$ cat src/rtl/exc_entry_pkg.sv
// Package: shared class codes, fixed addresses and width constants for the
// exception entry controller. Assumes a 32-bit address space.
package exc_entry_pkg;
    localparam int ADDR_W  = 32;
    localparam int CLS_W   = 5;

    localparam logic [CLS_W-1:0] CLS_INT   = 5'd0;
    localparam logic [CLS_W-1:0] CLS_TLBL  = 5'd2;
    localparam logic [CLS_W-1:0] CLS_TLBS  = 5'd3;
    localparam logic [CLS_W-1:0] CLS_CACHE = 5'd30;
    localparam logic [CLS_W-1:0] CLS_NMI   = 5'd31;

    localparam logic [ADDR_W-1:0] BOOT_BASE  = 32'hBFC0_0200;
    localparam logic [ADDR_W-1:0] NMI_PC     = 32'hBFC0_0000;
    localparam logic [ADDR_W-1:0] OFF_GEN    = 32'h0000_0180;
    localparam logic [ADDR_W-1:0] OFF_IRQ    = 32'h0000_0200;
    localparam logic [ADDR_W-1:0] OFF_CACHEB = 32'h0000_0100;
    localparam logic [ADDR_W-1:0] OFF_CACHEN = 32'h2000_0100;
    localparam logic [ADDR_W-1:0] BASE_MASK  = 32'hFFFF_FC00;
endpackage

$ cat src/rtl/exc_irq_vector.sv
// Module: exc_irq_vector
// Produces the interrupt vector number. Internal mode picks the index of the
// highest pending line that is also enabled in the mask (0 when none). External
// mode passes the pending field through as the vector. Purely combinational.
module exc_irq_vector #(
    parameter int IRQ_N = 8
) (
    input  logic [IRQ_N-1:0] pending,
    input  logic [IRQ_N-1:0] mask,
    input  logic             ext_mode,
    output logic [IRQ_N-1:0] vector
);
    localparam int IDX_W = (IRQ_N > 1) ? $clog2(IRQ_N) : 1;

    logic [IRQ_N-1:0] enabled;
    logic [IDX_W-1:0] top_idx;

    // Priority scan: later (higher) indices override earlier ones.
    always_comb begin
        enabled = pending & mask;
        top_idx = '0;
        for (int i = 0; i < IRQ_N; i++) begin
            if (enabled[i]) top_idx = IDX_W'(i);
        end
    end

    // Mode select between scanned index and the raw pending field.
    always_comb begin
        vector = ext_mode ? pending : IRQ_N'(top_idx);
    end
endmodule

$ cat src/rtl/exc_target_sel.sv
// Module: exc_target_sel
// Forms the handler entry address as base plus class-dependent offset.
// Assumes the NMI path is handled by the caller; this module covers all
// vectors that are relative to the handler base.
module exc_target_sel
    import exc_entry_pkg::*;
#(
    parameter int IRQ_N = 8,
    parameter int SPC_W = 5
) (
    input  logic [CLS_W-1:0]  cls,
    input  logic              exl,
    input  logic              bev,
    input  logic              nomatch,
    input  logic              vec_en,
    input  logic [SPC_W-1:0]  spacing,
    input  logic [IRQ_N-1:0]  vector,
    input  logic [ADDR_W-1:0] ebase,
    output logic [ADDR_W-1:0] target
);
    localparam int SPC_SHIFT = 5;

    logic [ADDR_W-1:0] base;
    logic [ADDR_W-1:0] offset;
    logic [ADDR_W-1:0] vec_step;

    // Per-vector distance scaled by the spacing in 32-byte units.
    always_comb begin
        vec_step = ADDR_W'(vector) * (ADDR_W'(spacing) << SPC_SHIFT);
    end

    // Offset selection by class, level and vector mode.
    always_comb begin
        offset = OFF_GEN;
        if (cls == CLS_INT && vec_en) begin
            offset = (bev || spacing == '0) ? OFF_IRQ : OFF_IRQ + vec_step;
        end else if ((cls == CLS_TLBL || cls == CLS_TLBS) && nomatch && !exl) begin
            offset = '0;
        end else if (cls == CLS_CACHE) begin
            offset = bev ? OFF_CACHEB : OFF_CACHEN;
        end
    end

    // Base selection and final sum.
    always_comb begin
        base   = bev ? BOOT_BASE : (ebase & BASE_MASK);
        target = base + offset;
    end
endmodule

$ cat src/rtl/exc_entry_ctrl.sv
// Module: exc_entry_ctrl
// Top of the exception entry controller. Accepts a one-cycle request, and on
// that clock edge registers the handler PC, return PCs and updated status and
// cause fields. Raises entry_taken for the next cycle, during which a new
// request is ignored. Assumes status inputs reflect the state at the request.
module exc_entry_ctrl
    import exc_entry_pkg::*;
#(
    parameter int IRQ_N = 8,
    parameter int SPC_W = 5
) (
    input  logic              clk,
    input  logic              rst_n,
    input  logic              exc_req,
    input  logic [CLS_W-1:0]  exc_class,
    input  logic [ADDR_W-1:0] cur_pc,
    input  logic              in_delay_slot,
    input  logic              tlb_nomatch,
    input  logic              st_exl,
    input  logic              st_erl,
    input  logic              st_bev,
    input  logic [IRQ_N-1:0]  st_im,
    input  logic              irq_vec_en,
    input  logic              irq_ext_mode,
    input  logic [SPC_W-1:0]  irq_spacing,
    input  logic [IRQ_N-1:0]  irq_pending,
    input  logic [ADDR_W-1:0] exc_base,
    output logic [ADDR_W-1:0] new_pc,
    output logic [ADDR_W-1:0] epc,
    output logic [ADDR_W-1:0] error_epc,
    output logic              out_exl,
    output logic              out_erl,
    output logic              out_bev,
    output logic [CLS_W-1:0]  cause_code,
    output logic              cause_bd,
    output logic              entry_taken
);
    localparam logic [ADDR_W-1:0] SLOT_BACK = ADDR_W'(4);

    logic [IRQ_N-1:0]  irq_vector;
    logic [ADDR_W-1:0] handler_pc;
    logic [ADDR_W-1:0] resume_pc;
    logic              accept;
    logic              is_nmi;

    exc_irq_vector #(.IRQ_N(IRQ_N)) u_vec (
        .pending  (irq_pending),
        .mask     (st_im),
        .ext_mode (irq_ext_mode),
        .vector   (irq_vector)
    );

    exc_target_sel #(.IRQ_N(IRQ_N), .SPC_W(SPC_W)) u_tgt (
        .cls     (exc_class),
        .exl     (st_exl),
        .bev     (st_bev),
        .nomatch (tlb_nomatch),
        .vec_en  (irq_vec_en),
        .spacing (irq_spacing),
        .vector  (irq_vector),
        .ebase   (exc_base),
        .target  (handler_pc)
    );

    // Request qualification and return address formation.
    always_comb begin
        accept    = exc_req && !entry_taken;
        is_nmi    = (exc_class == CLS_NMI);
        resume_pc = in_delay_slot ? cur_pc - SLOT_BACK : cur_pc;
    end

    // State update on an accepted request; all fields hold otherwise.
    always_ff @(posedge clk) begin
        if (!rst_n) begin
            new_pc      <= NMI_PC;
            epc         <= '0;
            error_epc   <= '0;
            out_exl     <= 1'b0;
            out_erl     <= 1'b0;
            out_bev     <= 1'b0;
            cause_code  <= '0;
            cause_bd    <= 1'b0;
            entry_taken <= 1'b0;
        end else begin
            entry_taken <= accept;
            if (accept) begin
                if (is_nmi) begin
                    new_pc    <= NMI_PC;
                    error_epc <= resume_pc;
                    out_erl   <= 1'b1;
                    out_bev   <= 1'b1;
                    out_exl   <= st_exl;
                    if (!st_exl) cause_bd <= 1'b0;
                end else begin
                    new_pc     <= handler_pc;
                    out_erl    <= st_erl;
                    out_bev    <= st_bev;
                    out_exl    <= 1'b1;
                    cause_code <= exc_class;
                    if (!st_exl) begin
                        epc      <= resume_pc;
                        cause_bd <= in_delay_slot;
                    end
                end
            end
        end
    end


    pulse_single_chk: assert property (@(posedge clk) disable iff (!rst_n)
        entry_taken |=> !entry_taken);


    idle_hold_chk: assert property (@(posedge clk) disable iff (!rst_n)
        (!exc_req || entry_taken) |=> ($stable(new_pc) && $stable(epc) && $stable(cause_code)));


    epc_keep_chk: assert property (@(posedge clk) disable iff (!rst_n)
        (accept && st_exl) |=> $stable(epc) && out_exl);


    epc_slot_chk: assert property (@(posedge clk) disable iff (!rst_n)
        (accept && !is_nmi && !st_exl && in_delay_slot) |=> (epc == $past(cur_pc) - SLOT_BACK) && cause_bd);


    nmi_entry_chk: assert property (@(posedge clk) disable iff (!rst_n)
        (accept && is_nmi) |=> (new_pc == NMI_PC) && out_erl && out_bev && $stable(epc));


    pc_align_chk: assert property (@(posedge clk) disable iff (!rst_n)
        entry_taken |-> (new_pc[4:0] == 5'd0));
endmodule

$ cat config.mk
export PLATFORM = sky130hd
export DESIGN_NAME = exc_entry_ctrl
export DESIGN_NICKNAME = d
export VERILOG_FILES = /design/src/rtl/exc_entry_pkg.sv /design/src/rtl/exc_irq_vector.sv /design/src/rtl/exc_target_sel.sv /design/src/rtl/exc_entry_ctrl.sv
export SDC_FILE = /design/constraint.sdc
export NUM_CORES = 1
export LEC_CHECK = 0
export BUFFER_PORTS_ARGS = -buffer_cell sky130_fd_sc_hd__buf_4
export CAP_MARGIN = 20
export CORE_ASPECT_RATIO = 1.4
export CORE_MARGIN = 2
export CORE_UTILIZATION = 45
export DETAILED_ROUTE_END_ITERATION = 10
export PLACE_DENSITY = 0.72
export SLEW_MARGIN = 20
export SYNTH_ARGS = -nofsm -noshare
export SYNTH_HDL_FRONTEND = slang
export SYNTH_SLANG_ARGS = --single-unit
export TNS_END_PERCENT = 5
$ cat constraint.sdc
create_clock -name clk -period 11.9 [get_ports clk]
set_input_delay 1.785 -clock clk [delete_from_list [all_inputs] [get_ports clk]]
set_output_delay 1.785 -clock clk [all_outputs]
set_load 0.02 [all_outputs]
==> results.py <==
metrics = {
    "worst_setup_path": {
        "crit_type": "in2reg",
        "critPathArrivalTime_ps": 8940,
        "crit_buf_inv": 2,
        "cpMaxStageDelayCell": "fa_1",
        "startpoint_type": "input pin",
        "critical_path_required_ps": 12190,
        "crit_fanout": 6,
        "cpPeakStageDelay_ps": 550,
        "end_kind": "register",
        "cp_top_family": "compound AO/OA/AOI/OAI gates",
    },
    "sta": {
        "skew_ps": 10.1,
        "rsz0062_at_grt": "no",
        "maxSlewViolCount": 0,
        "min_period_ps": 8650,
        "finalHoldViolations": 0,
        "fin_setup_tns_ps": 0,
        "setup_viol": 0,
        "worstMarginPinSlew_ps": 745,
        "fin_crit_sh_pct": 72.7,
        "slew_headroom_pct": 49.6,
        "max_freq_mhz": 116,
    },
    "clocking": {
        "postCtsResizedCells": 0,
        "cts_setup_buffers": 0,
        "clock-sinks": 101,
        "worstSkewPairLatency_ps": 350,
        "holdBufCountCts": 0,
        "cts_buffer_depth": 2,
        "numCtsBuffers": 9,
        "cts_tree": "done",
        "htree_levels": 3,
        "cts-root-buf": "clkbuf_16",
        "path_clk_slew_ps": 70,
    },
    "synth": {
        "synth-xor-area-share_pct": 7.89,
        "syn_inst": 777,
        "async_flop_share_pct": 0,
        "synth-main-ff-cell": "dfxtp_1",
        "avgSynthCellArea_sq_um": 8.14,
        "synth-edff-count": 0,
        "synth_fa_ha_area_share_pct": 12.5,
        "ys_types": 62,
        "ys_seq_elements": 101,
        "synthSimpleGateAreaFrac_pct": 21.5,
        "synthMuxAreaShare_pct": 0.633,
        "synth_top_family_by_area": "simple AND/OR/NAND/NOR gates",
        "ys_seq_area_share_pct": 31.9,
        "ys_warn_count": 0,
        "synth_area_sq_um": 6330,
        "synth_compound_area_share_pct": 20.2,
    },
    "grt": {
        "antenna_found_initial": 0,
        "track_usage_pct": 22.5,
        "grt-ovfl-total": 0,
        "grt_first_pass_wirelength_mm": 27.6,
        "grt_pass1_vias": 5737,
        "grt_max_degree": 61,
    },
    "cells_and_area": {
        "fillers": 1306,
        "seq_area_sq_um": 2020,
        "final_nets": 1095,
        "area_growth_pct": 29.4,
        "multiInputGateArea_sq_um": 4010,
        "drive_gt1_share_pct": 23.7,
        "antenna_cells": 0,
        "fin_area_sq_um": 8190,
    },
    "power": {
        "max-vdd-ir-drop_v": 0.0000648,
        "p_leak_nw": 3.52,
        "powerDensity_nw_per_um2": 115,
    },
    "die": {
        "ioPinCount": 206,
        "core_sq_um": 13800,
        "die_x_microns": 104,
        "initial_core_util_pct": 45.7,
        "die_h_microns": 144,
        "die_area_sq_um": 15000,
        "num_rows": 51,
    },
    "routing": {
        "drt_iter0_markers": 192,
        "num_vias": 6040,
        "routed_wl_mm": 17.2,
        "avgViaCountPerCell": 5.33,
        "antenna_violating_nets_post_route": 0,
        "dr.pass1.iters": 4,
        "wire_per_inst_microns": 15.2,
        "drc": 0,
    },
    "place": {
        "dpl_cell_area_sq_um": 7860,
        "io_buffers": 189,
        "dpl.hpwl_mm": 13.2,
        "gp_congestion": 0.863,
    },
    "flow_run": {
        "cap_violations": 0,
    },
    "run_status": {
        "status": "completed",
    },
    "min_path": {
        "holdCritPathClass": "reg2reg",
    },
}
[power breakdown]
group          switching [mW]  internal [mW]  leakage [nW]
logic                   0.143          0.114          2.54
registers             0.00830          0.353         0.825
clock network           0.138          0.187         0.158
[cell families after synthesis]
group                    Yosys count
AO/OA/AOI/OAI                    202
XOR/XNOR                          57
adder cells (fa/ha/maj)           52
buffers and inverters             83
flip-flops                       101
multiplexers                       4
other                              1
AND/OR/NAND/NOR                  277
[final timing paths]
kind	from	endpoint	slack (ps)	depth (start not counted)
worst max-delay path	irq_pending[2]	new_pc[30]$_SDFFE_PN0P_	3250	27
worst min-delay path	new_pc[17]$_SDFFE_PN0P_	new_pc[17]$_SDFFE_PN0P_	460	2
worst max register to register	entry_taken$_SDFF_PN0_	epc[1]$_SDFFE_PN0P_	9740	6
worst min register to register	new_pc[17]$_SDFFE_PN0P_	new_pc[17]$_SDFFE_PN0P_	460	2
[per-layer routing]
metal / up-vias / global-route usage [%] / wire [microns]
met5: - / 0 / 0
li1: 3055 / - / -
met4: 0 / 6.47 / 282
met3: 16 / 5.41 / 1160
met1: 2815 / 25.7 / 6960
met2: 154 / 42.0 / 8830
[state kept, by name, indices dropped and copies added (netlist names)]
register     flops
cause_bd         1
cause_code       5
entry_taken      1
epc             32
error_epc       32
new_pc          27
out_bev          1
out_erl          1
out_exl          1
[cell type report]
| type | count | area share, % |
|---|---|---|
| Clock inverter | 7 | 1.28 |
| Inverter | 41 | 1.88 |
| Tap cell | 185 | 2.83 |
| Timing Repair Buffer | 193 | 17.7 |
| Sequential cell | 101 | 24.7 |
| Clock buffer | 9 | 2.75 |
| Multi-Input combinational cell | 597 | 48.9 |
[metrics by stage]
step | cells | power, mW | util, % | worst slack (ps) | hold WS [ps]
2_1_floorplan | 781 | 0.540 | - | 3880 | 531
3_3_place_gp | 1117 | 0.624 | 56.8 | 2920 | 437
3_5_place_dp | 1117 | 0.627 | 56.8 | 2860 | 448
4_1_cts | 1133 | 0.953 | 59.2 | 3190 | 460
5_1_grt | 1133 | 0.997 | 59.2 | 2470 | 479
6_report | 1133 | 0.943 | 59.2 | 3250 | 455
[cells in the mapped netlist, types with 3 or more instances]
| cell | instances | area share [%] |
|---|---|---|
| o21ai_0 | 52 | 4.1 |
| or3_1 | 4 | 0.40 |
| o221a_2 | 5 | 0.89 |
| clkbuf_1 | 35 | 2.1 |
| a21oi_1 | 63 | 5.0 |
| xnor2_1 | 42 | 5.8 |
| a21o_1 | 4 | 0.47 |
| nor3_1 | 18 | 1.4 |
| nand4_1 | 4 | 0.40 |
| nor2_1 | 88 | 5.2 |
| a32oi_1 | 3 | 0.42 |
| o31ai_1 | 3 | 0.36 |
| inv_1 | 41 | 2.4 |
| or2_2 | 5 | 0.49 |
| nor4_1 | 12 | 1.2 |
| nand3_1 | 25 | 2.0 |
| mux2i_1 | 4 | 0.63 |
| nor2b_1 | 15 | 1.5 |
| nand2b_1 | 5 | 0.49 |
| buf_4 | 5 | 0.59 |
| a211oi_1 | 34 | 4.0 |
| nand3b_1 | 3 | 0.36 |
| a22oi_1 | 5 | 0.59 |
| and3_1 | 15 | 1.5 |
| and2_1 | 15 | 1.5 |
| dfxtp_1 | 101 | 32 |
| fa_1 | 19 | 6.0 |
| o22a_1 | 4 | 0.55 |
| xor2_1 | 15 | 2.1 |
| ha_1 | 33 | 6.5 |
| nand2_1 | 55 | 3.3 |
[placed cells by master (no fill, tap or decap), types with 3 or more instances in the layout]
master,synthesis,final
nand3_1,25,25
nor2_1,88,86
inv_1,41,41
or2_2,5,5
or3_1,4,4
buf_4,5,193
clkbuf_16,0,9
nand3b_1,3,3
nand2_1,55,55
nand2b_1,5,5
o221a_2,5,5
dfxtp_1,101,101
o31ai_1,3,3
and2_1,15,15
a211oi_1,34,34
nor2b_1,15,15
nor4_1,12,12
a22oi_1,5,5
xnor2_1,42,42
a21o_1,4,4
fa_1,19,19
o21ai_0,52,52
and3_1,15,15
xor2_1,15,15
a32oi_1,3,3
o22a_1,4,4
nor3_1,18,18
mux2i_1,4,4
ha_1,33,33
nand4_1,4,4
a21oi_1,63,63
conb_1,1,5
[worst reg2reg max path: stages, from the launching register on]
cell	delay (ps)
dfxtp_1	350
nor2b_1	340
nand2_1	370
nor2_4	160
buf_4	510
mux2i_1	270
nor2_1	50
Power figures use the tool's default switching activity.
